File: src/rtl/icu_pkg.sv
package icu_pkg;
  localparam int DATA_W      = 32;
  localparam int BANK_STRIDE = 40;  // 0x28 bytes per bank
  localparam int OFF_PEND    = 0;
  localparam int OFF_ENAB    = 8;
  localparam int OFF_VIEW    = 16;
  localparam int OFF_RETRIG  = 24;
  localparam int OFF_ROUTE   = 32;

  typedef enum logic [2:0] {
    K_NONE,
    K_PEND,
    K_ENAB,
    K_VIEW,
    K_RETRIG,
    K_ROUTE
  } reg_kind_e;
endpackage

File: src/rtl/icu_decode.sv
module icu_decode
  import icu_pkg::*;
#(
  parameter int NUM_MOD = 5,
  parameter int ADDR_W  = 8
) (
  input  logic [ADDR_W-1:0]  addr_i,
  output logic [NUM_MOD-1:0] hit_o,
  output reg_kind_e          kind_o
);
  logic [31:0] addr_ext;
  logic [31:0] offset;
  logic        aligned;

  assign addr_ext = 32'(addr_i);
  assign aligned  = (addr_i[2:0] == 3'b000);

  // one range comparator per bank
  for (genvar m = 0; m < NUM_MOD; m++) begin : g_hit
    localparam logic [31:0] BASE = 32'(m * BANK_STRIDE);
    assign hit_o[m] = aligned && (addr_ext >= BASE) &&
                      (addr_ext < BASE + 32'(BANK_STRIDE));
  end

  always_comb begin
    offset = '0;
    for (int m = 0; m < NUM_MOD; m++) begin
      if (hit_o[m]) offset = addr_ext - 32'(m * BANK_STRIDE);
    end
  end

  always_comb begin
    kind_o = K_NONE;
    if (|hit_o) begin
      case (offset)
        32'(OFF_PEND):   kind_o = K_PEND;
        32'(OFF_ENAB):   kind_o = K_ENAB;
        32'(OFF_VIEW):   kind_o = K_VIEW;
        32'(OFF_RETRIG): kind_o = K_RETRIG;
        32'(OFF_ROUTE):  kind_o = K_ROUTE;
        default:         kind_o = K_NONE;
      endcase
    end
  end

  // at most one bank may claim an address
  always_comb begin
    p_onehot_hit_r1: assert ($onehot0(hit_o) || $isunknown(addr_i));
  end
endmodule

File: src/rtl/icu_bank.sv
module icu_bank
  import icu_pkg::*;
#(
  parameter int LINES = 32
) (
  input  logic             clk,
  input  logic             rst_n,
  input  logic             wr_i,
  input  reg_kind_e        kind_i,
  input  logic [LINES-1:0] wdata_i,
  input  logic [LINES-1:0] req_i,
  output logic [LINES-1:0] pend_o,
  output logic [LINES-1:0] enab_o,
  output logic [LINES-1:0] view_o,
  output logic [LINES-1:0] retrig_o,
  output logic [LINES-1:0] route_o,
  output logic             irq_o
);
  logic [LINES-1:0] pend_q, pend_d;
  logic [LINES-1:0] enab_q, retrig_q, route_q;
  logic [LINES-1:0] clr_vec;
  logic             enab_ld, retrig_ld, route_ld;
  logic             irq_q, irq_d;

  // next state
  always_comb begin
    clr_vec   = (wr_i && kind_i == K_PEND) ? wdata_i : '0;
    enab_ld   = wr_i && (kind_i == K_ENAB);
    retrig_ld = wr_i && (kind_i == K_RETRIG);
    route_ld  = wr_i && (kind_i == K_ROUTE);
    // set wins over clear: held levels and retrigger re-latch at once
    pend_d    = (pend_q & ~clr_vec) | req_i | retrig_q;
    irq_d     = |(pend_q & enab_q & route_q);
  end

  // registers
  always_ff @(posedge clk or negedge rst_n) begin
    if (!rst_n) begin
      pend_q   <= '0;
      enab_q   <= '0;
      retrig_q <= '0;
      route_q  <= '0;
      irq_q    <= 1'b0;
    end else begin
      pend_q <= pend_d;
      irq_q  <= irq_d;
      if (enab_ld)   enab_q   <= wdata_i;
      if (retrig_ld) retrig_q <= wdata_i;
      if (route_ld)  route_q  <= wdata_i;
    end
  end

  assign pend_o   = pend_q;
  assign enab_o   = enab_q;
  assign view_o   = pend_q & enab_q;
  assign retrig_o = retrig_q;
  assign route_o  = route_q;
  assign irq_o    = irq_q;

  // every request seen at an edge is latched by that edge
  p_req_latched_r2: assert property (@(posedge clk) disable iff (!rst_n)
    1'b1 |=> ((pend_q & $past(req_i)) == $past(req_i)));

  // a bit only leaves the pending word through a write-one
  p_clear_only_by_write_r2: assert property (@(posedge clk) disable iff (!rst_n)
    1'b1 |=> (($past(pend_q) & ~$past(clr_vec) & ~pend_q) == '0));

  // a bit only enters the pending word from a request or retrigger
  p_no_spurious_set_r6: assert property (@(posedge clk) disable iff (!rst_n)
    1'b1 |=> ((pend_q & ~$past(pend_q) & ~($past(req_i) | $past(retrig_q))) == '0));

  // summary follows the gated pending word one clock later
  p_summary_delay_r7: assert property (@(posedge clk) disable iff (!rst_n)
    1'b1 |=> (irq_o == $past(|(pend_q & enab_q & route_q))));
endmodule

File: src/rtl/multi_icu.sv
module multi_icu
  import icu_pkg::*;
#(
  parameter int NUM_MOD = 5,
  parameter int ADDR_W  = 8
) (
  input  logic                      clk,
  input  logic                      rst_n,
  input  logic                      wr_en_i,
  input  logic                      rd_en_i,
  input  logic [ADDR_W-1:0]         addr_i,
  input  logic [DATA_W-1:0]         wdata_i,
  output logic [DATA_W-1:0]         rdata_o,
  input  logic [NUM_MOD*DATA_W-1:0] req_i,
  output logic [NUM_MOD-1:0]        irq_o
);
  localparam int LINES = DATA_W;

  // asynchronous assert, synchronous release
  logic rst_meta_q, rst_sync_q;
  always_ff @(posedge clk or negedge rst_n) begin
    if (!rst_n) begin
      rst_meta_q <= 1'b0;
      rst_sync_q <= 1'b0;
    end else begin
      rst_meta_q <= 1'b1;
      rst_sync_q <= rst_meta_q;
    end
  end

  logic [NUM_MOD-1:0] hit;
  reg_kind_e          kind;

  icu_decode #(.NUM_MOD(NUM_MOD), .ADDR_W(ADDR_W)) u_decode (
    .addr_i (addr_i),
    .hit_o  (hit),
    .kind_o (kind)
  );

  logic [LINES-1:0] pend_a   [NUM_MOD];
  logic [LINES-1:0] enab_a   [NUM_MOD];
  logic [LINES-1:0] view_a   [NUM_MOD];
  logic [LINES-1:0] retrig_a [NUM_MOD];
  logic [LINES-1:0] route_a  [NUM_MOD];

  for (genvar m = 0; m < NUM_MOD; m++) begin : g_bank
    icu_bank #(.LINES(LINES)) u_bank (
      .clk      (clk),
      .rst_n    (rst_sync_q),
      .wr_i     (wr_en_i && hit[m]),
      .kind_i   (kind),
      .wdata_i  (wdata_i),
      .req_i    (req_i[m*LINES +: LINES]),
      .pend_o   (pend_a[m]),
      .enab_o   (enab_a[m]),
      .view_o   (view_a[m]),
      .retrig_o (retrig_a[m]),
      .route_o  (route_a[m]),
      .irq_o    (irq_o[m])
    );
  end

  // read path
  logic [DATA_W-1:0] rd_d, rdata_q;

  always_comb begin
    rd_d = '0;
    for (int m = 0; m < NUM_MOD; m++) begin
      if (hit[m]) begin
        case (kind)
          K_PEND:   rd_d = pend_a[m];
          K_ENAB:   rd_d = enab_a[m];
          K_VIEW:   rd_d = view_a[m];
          K_RETRIG: rd_d = retrig_a[m];
          K_ROUTE:  rd_d = route_a[m];
          default:  rd_d = '0;
        endcase
      end
    end
  end

  always_ff @(posedge clk or negedge rst_sync_q) begin
    if (!rst_sync_q) begin
      rdata_q <= '0;
    end else if (rd_en_i) begin
      rdata_q <= rd_d;
    end
  end

  assign rdata_o = rdata_q;

  p_rdata_hold_r11: assert property (@(posedge clk) disable iff (!rst_sync_q)
    !rd_en_i |=> $stable(rdata_o));

  p_unmapped_zero_r9: assert property (@(posedge clk) disable iff (!rst_sync_q)
    (rd_en_i && (hit == '0)) |=> (rdata_o == '0));
endmodule

File: config.mk
export PLATFORM = sky130hd
export DESIGN_NAME = multi_icu
export DESIGN_NICKNAME = d
export VERILOG_FILES = /design/src/rtl/icu_pkg.sv /design/src/rtl/icu_decode.sv /design/src/rtl/icu_bank.sv /design/src/rtl/multi_icu.sv
export SDC_FILE = /design/constraint.sdc
export NUM_CORES = 1
export LEC_CHECK = 0
export ABC_CLOCK_PERIOD_IN_PS = 23800
export CAP_MARGIN = 25
export CORE_UTILIZATION = 30
export DETAILED_ROUTE_END_ITERATION = 16
export DONT_BUFFER_PORTS = 1
export PLACE_DENSITY_LB_ADDON = 0.25
export SLEW_MARGIN = 20
export SYNTH_ARGS = -nofsm -noshare
export SYNTH_HDL_FRONTEND = slang
export SYNTH_HIERARCHICAL = 1
export SYNTH_SLANG_ARGS = --single-unit
File: constraint.sdc
create_clock -name clk -period 23.8 [get_ports clk]
set_input_delay 0 -clock clk [delete_from_list [all_inputs] [get_ports clk]]
set_output_delay 0 -clock clk [all_outputs]
set_load 0.005 [all_outputs]
==> impl_metrics.toml <==
[power]
comb_power_share_pct = 9.1
p_clk_share_pct = 45.5
swShare_pct = 25.7
share_seq_of_total_power_pct = 45.4
leakage_nw = 17.6
p_per_area_nw_per_um2 = 60.8
peakVddDrop_v = 0.0000483
p_sw_mw = 0.680
power_mw = 2.65
p_int_mw = 1.97

[die]
pin_count = 241
num_rows = 127
core-area_um2 = 120000
start_util_pct = 30.2
die_x_um = 350
die_h_um = 350
dieArea_um2 = 122000

[yosys]
synthCells = 3111
ys_seq_elements = 679
synth_nets = 3328
synth_top_cell_area_share_pct = 46.9
synth_area_leaders = "dfrtp_1, mux2_1, mux2_2"
synth_edf_count = 0
yosysTopAreaCell = "dfrtp_1"
syn_area_um2 = 36200
synth_cell_types = 84
postSynth.asyncResetShare_pct = 100
avgSynthCellArea_um2 = 11.6
ys_seq_area_share_pct = 46.9
yosysWarnings = 6
ys.flop_type = "dfrtp_1"

[sta]
min_period_ps = 5490
tightest_slew_ps = 1150
fin_crit_sh_pct = 23.1
skew_ps = 26.1
final-hold-violation-count = 0
setup_viol = 0
report.final.slew_viol_count = 0
setup_tns_ps = 0
rsz0062_at_grt = "false"
max_slew_margin_pct = 23.2
fmax_mhz = 182

[setup_path]
regToRegSetupSlack_ps = 20410
critPathLaunchType = "input port"
cpLargestDelayFamily = "buffers and inverters"
crit_buf_inv = 6
slowest_stage = "a221oi_1"
crit_top_cell = "buf_4"
endpoint_kind = "flip-flop"
worstRegToRegCells = 3
path_max_fanout = 111
path_depth = 19
crit_path_max_incr_delay_ps = 920
crit_required_ps = 24260
crit_arrival_ps = 5950
crit_path_cell_trace = "inv_1 > ha_1 > and3b_1 > o211ai_2 > inv_2 > buf_4 > nor4_1 > a221oi_1 > o2bb2ai_1 > and2b_1 > nor4b_4 > buf_4 > buf_12 > buf_4 > mux2_2 > a22oi_1 > o22ai_1 > a221oi_1 > o221ai_1"
crit_type = "input port to flip-flop"

[cts]
cts_tree = "done"
cts.path.max_buffers = 3
clk_pin_slew_ps = 70
cts.htree.levels = 3
cts_setup_buffers = 0
clock_latency_ps = 650
holdBufCountCts = 356
cts_resized = 0
ctsRootBufferMaster = "clkbuf_16"
clkSinkCount = 679
numCtsBuffers = 77

[cells_and_area]
final_util_pct = 36.4
fillers = 11900
multiInputGateArea_um2 = 17800
final_cell_mix = "dfrtp_1, dlygate4sd3_1, mux2_1"
mostFrequentLayoutCell = "dfrtp_1"
seqCellArea_um2 = 17000
nets = 3614
syn_to_final_growth_pct = 20.2
drive_gt1_share_pct = 14.8

[global_routing]
use_met1_pct = 31.7
grt_pass1_vias = 28800
grt_pass1_wl_mm = 218
busiest_layer = "met2"
use_met2_pct = 40.8
grt.total_usage_pct = 24.6
use_met3_pct = 4.90
antenna_found_initial = 31
gr-total-overflow = 0
grt_start_max_net_pins = 155

[routing]
viasPerCell = 5.70
finalWirelength_mm = 152
vias = 28900
ant_nets = 0
first_iter_violations = 2488
first_pass_iters = 5
drc = 0
post_drt_wl_per_cell_um = 30.0

[status]
outcome = "complete, no violations"

[placement]
portBuffers = 0
finalWeightedCongestion = 0.865
post-dp-hpwl_mm = 97.0

[min_path]
holdPathStages = 4
hp-class = "input port to flip-flop"

[job]
max-cap-violations = 0
[registers in the layout, indices dropped and copies added (netlist names)]
| name | count |
|---|---|
| g_bank.u_bank/enab_o | 160 |
| g_bank.u_bank/pend_o | 160 |
| rst_sync_q | 1 |
| g_bank.u_bank/retrig_o | 160 |
| g_bank.u_bank/route_o | 160 |
| rst_meta_q | 1 |
| rdata_o | 32 |
| g_bank.u_bank/irq_o | 5 |
[cells in the mapped netlist, drive strengths merged (34+ instances only)]
cell,instances
o21ai,83
a22oi,105
nand3,179
a211o,166
mux2,584
nand4,43
nand2,210
a21oi,80
buf,166
o221ai,44
mux2i,119
and2,166
clkbuf,55
and3b,34
dfrtp,679
a221oi,36
[worst paths after layout]
| kind | from | end |
|---|---|---|
| max in group asynchronous | rst_sync_q$_DFF_PN0_ | g_bank[0].u_bank/route_o[30]$_DFFE_PN0P_ |
| worst max-delay path | addr_i[5] | rdata_o[2]$_DFFE_PN0P_ |
| min in group asynchronous | rst_n | rst_sync_q$_DFF_PN0_ |
| worst min-delay path | addr_i[7] | g_bank[0].u_bank/enab_o[10]$_DFFE_PN0P_ |
| worst min register to register | rst_meta_q$_DFF_PN0_ | rst_sync_q$_DFF_PN0_ |
| worst max register to register | rst_sync_q$_DFF_PN0_ | g_bank[0].u_bank/route_o[30]$_DFFE_PN0P_ |
[stage by stage]
stage | setup slack [ps] | area, um^2 | hold slack (ps) | instances
2_1_floorplan | 3470 | 36200 | -296 | 3111
3_3_place_gp | 17680 | 37400 | -295 | 4568
3_5_place_dp | 17770 | 37400 | -295 | 4571
4_1_cts | 18440 | 43500 | 32.5 | 5052
5_1_grt | 18260 | 43500 | 55.1 | 5068
6_report | 18310 | 43600 | 62.3 | 5076
[per-layer routing]
metal	part of all wire, %	up-vias	routed length, um
met5	0.094	-	143
met4	3.9	24	5890
met3	7.1	233	10800
met2	47	1065	72100
met1	42	15200	63100
li1	-	12400	-
[cell families (layout without fill, tap and decap cells)]
| family | after synthesis | count (layout) | share of synthesized area, % |
|---|---|---|---|
| and+or+nand+nor | 771 | 771 | 11.8 |
| buffers and inverters | 244 | 576 | 4.68 |
| other | 1 | 22 | 0.0103 |
| xor gates and xnor gates | 3 | 3 | 0.0725 |
| AOI/OAI and AO/OA | 695 | 695 | 14.6 |
| DFF | 679 | 679 | 46.9 |
| muxes | 704 | 704 | 21.5 |
| adders and majority gates | 14 | 14 | 0.477 |
[power by group through the flow]
| stage | Sequential (mW) | Clock, mW | Combinational, mW |
|---|---|---|---|
| final | 1.20 | 1.20 | 0.240 |
| after global placement | 1.22 | 0 | 0.186 |
| after floorplan | 1.23 | 0 | 0.116 |
| after detailed placement | 1.22 | 0 | 0.187 |
| after global routing | 1.20 | 1.27 | 0.255 |
| after CTS | 1.20 | 1.23 | 0.240 |
[worst min-delay path: cells and delay by family]
family,cells,cell delay (ps)
multiplexers,1,200
AND/OR/NAND/NOR,3,470
[area by class of cell]
type	instances	share of cell area, %
Clock inverter	15	0.416
Clock buffer	110	5.22
Multi-Input combinational cell	2188	40.8
Sequential cell	679	39.0
Tap cell	1612	4.63
Antenna cell	21	0.121
Inverter	23	0.198
Timing Repair Buffer	428	9.60
Note: power is estimated with default switching activity, not from simulation.
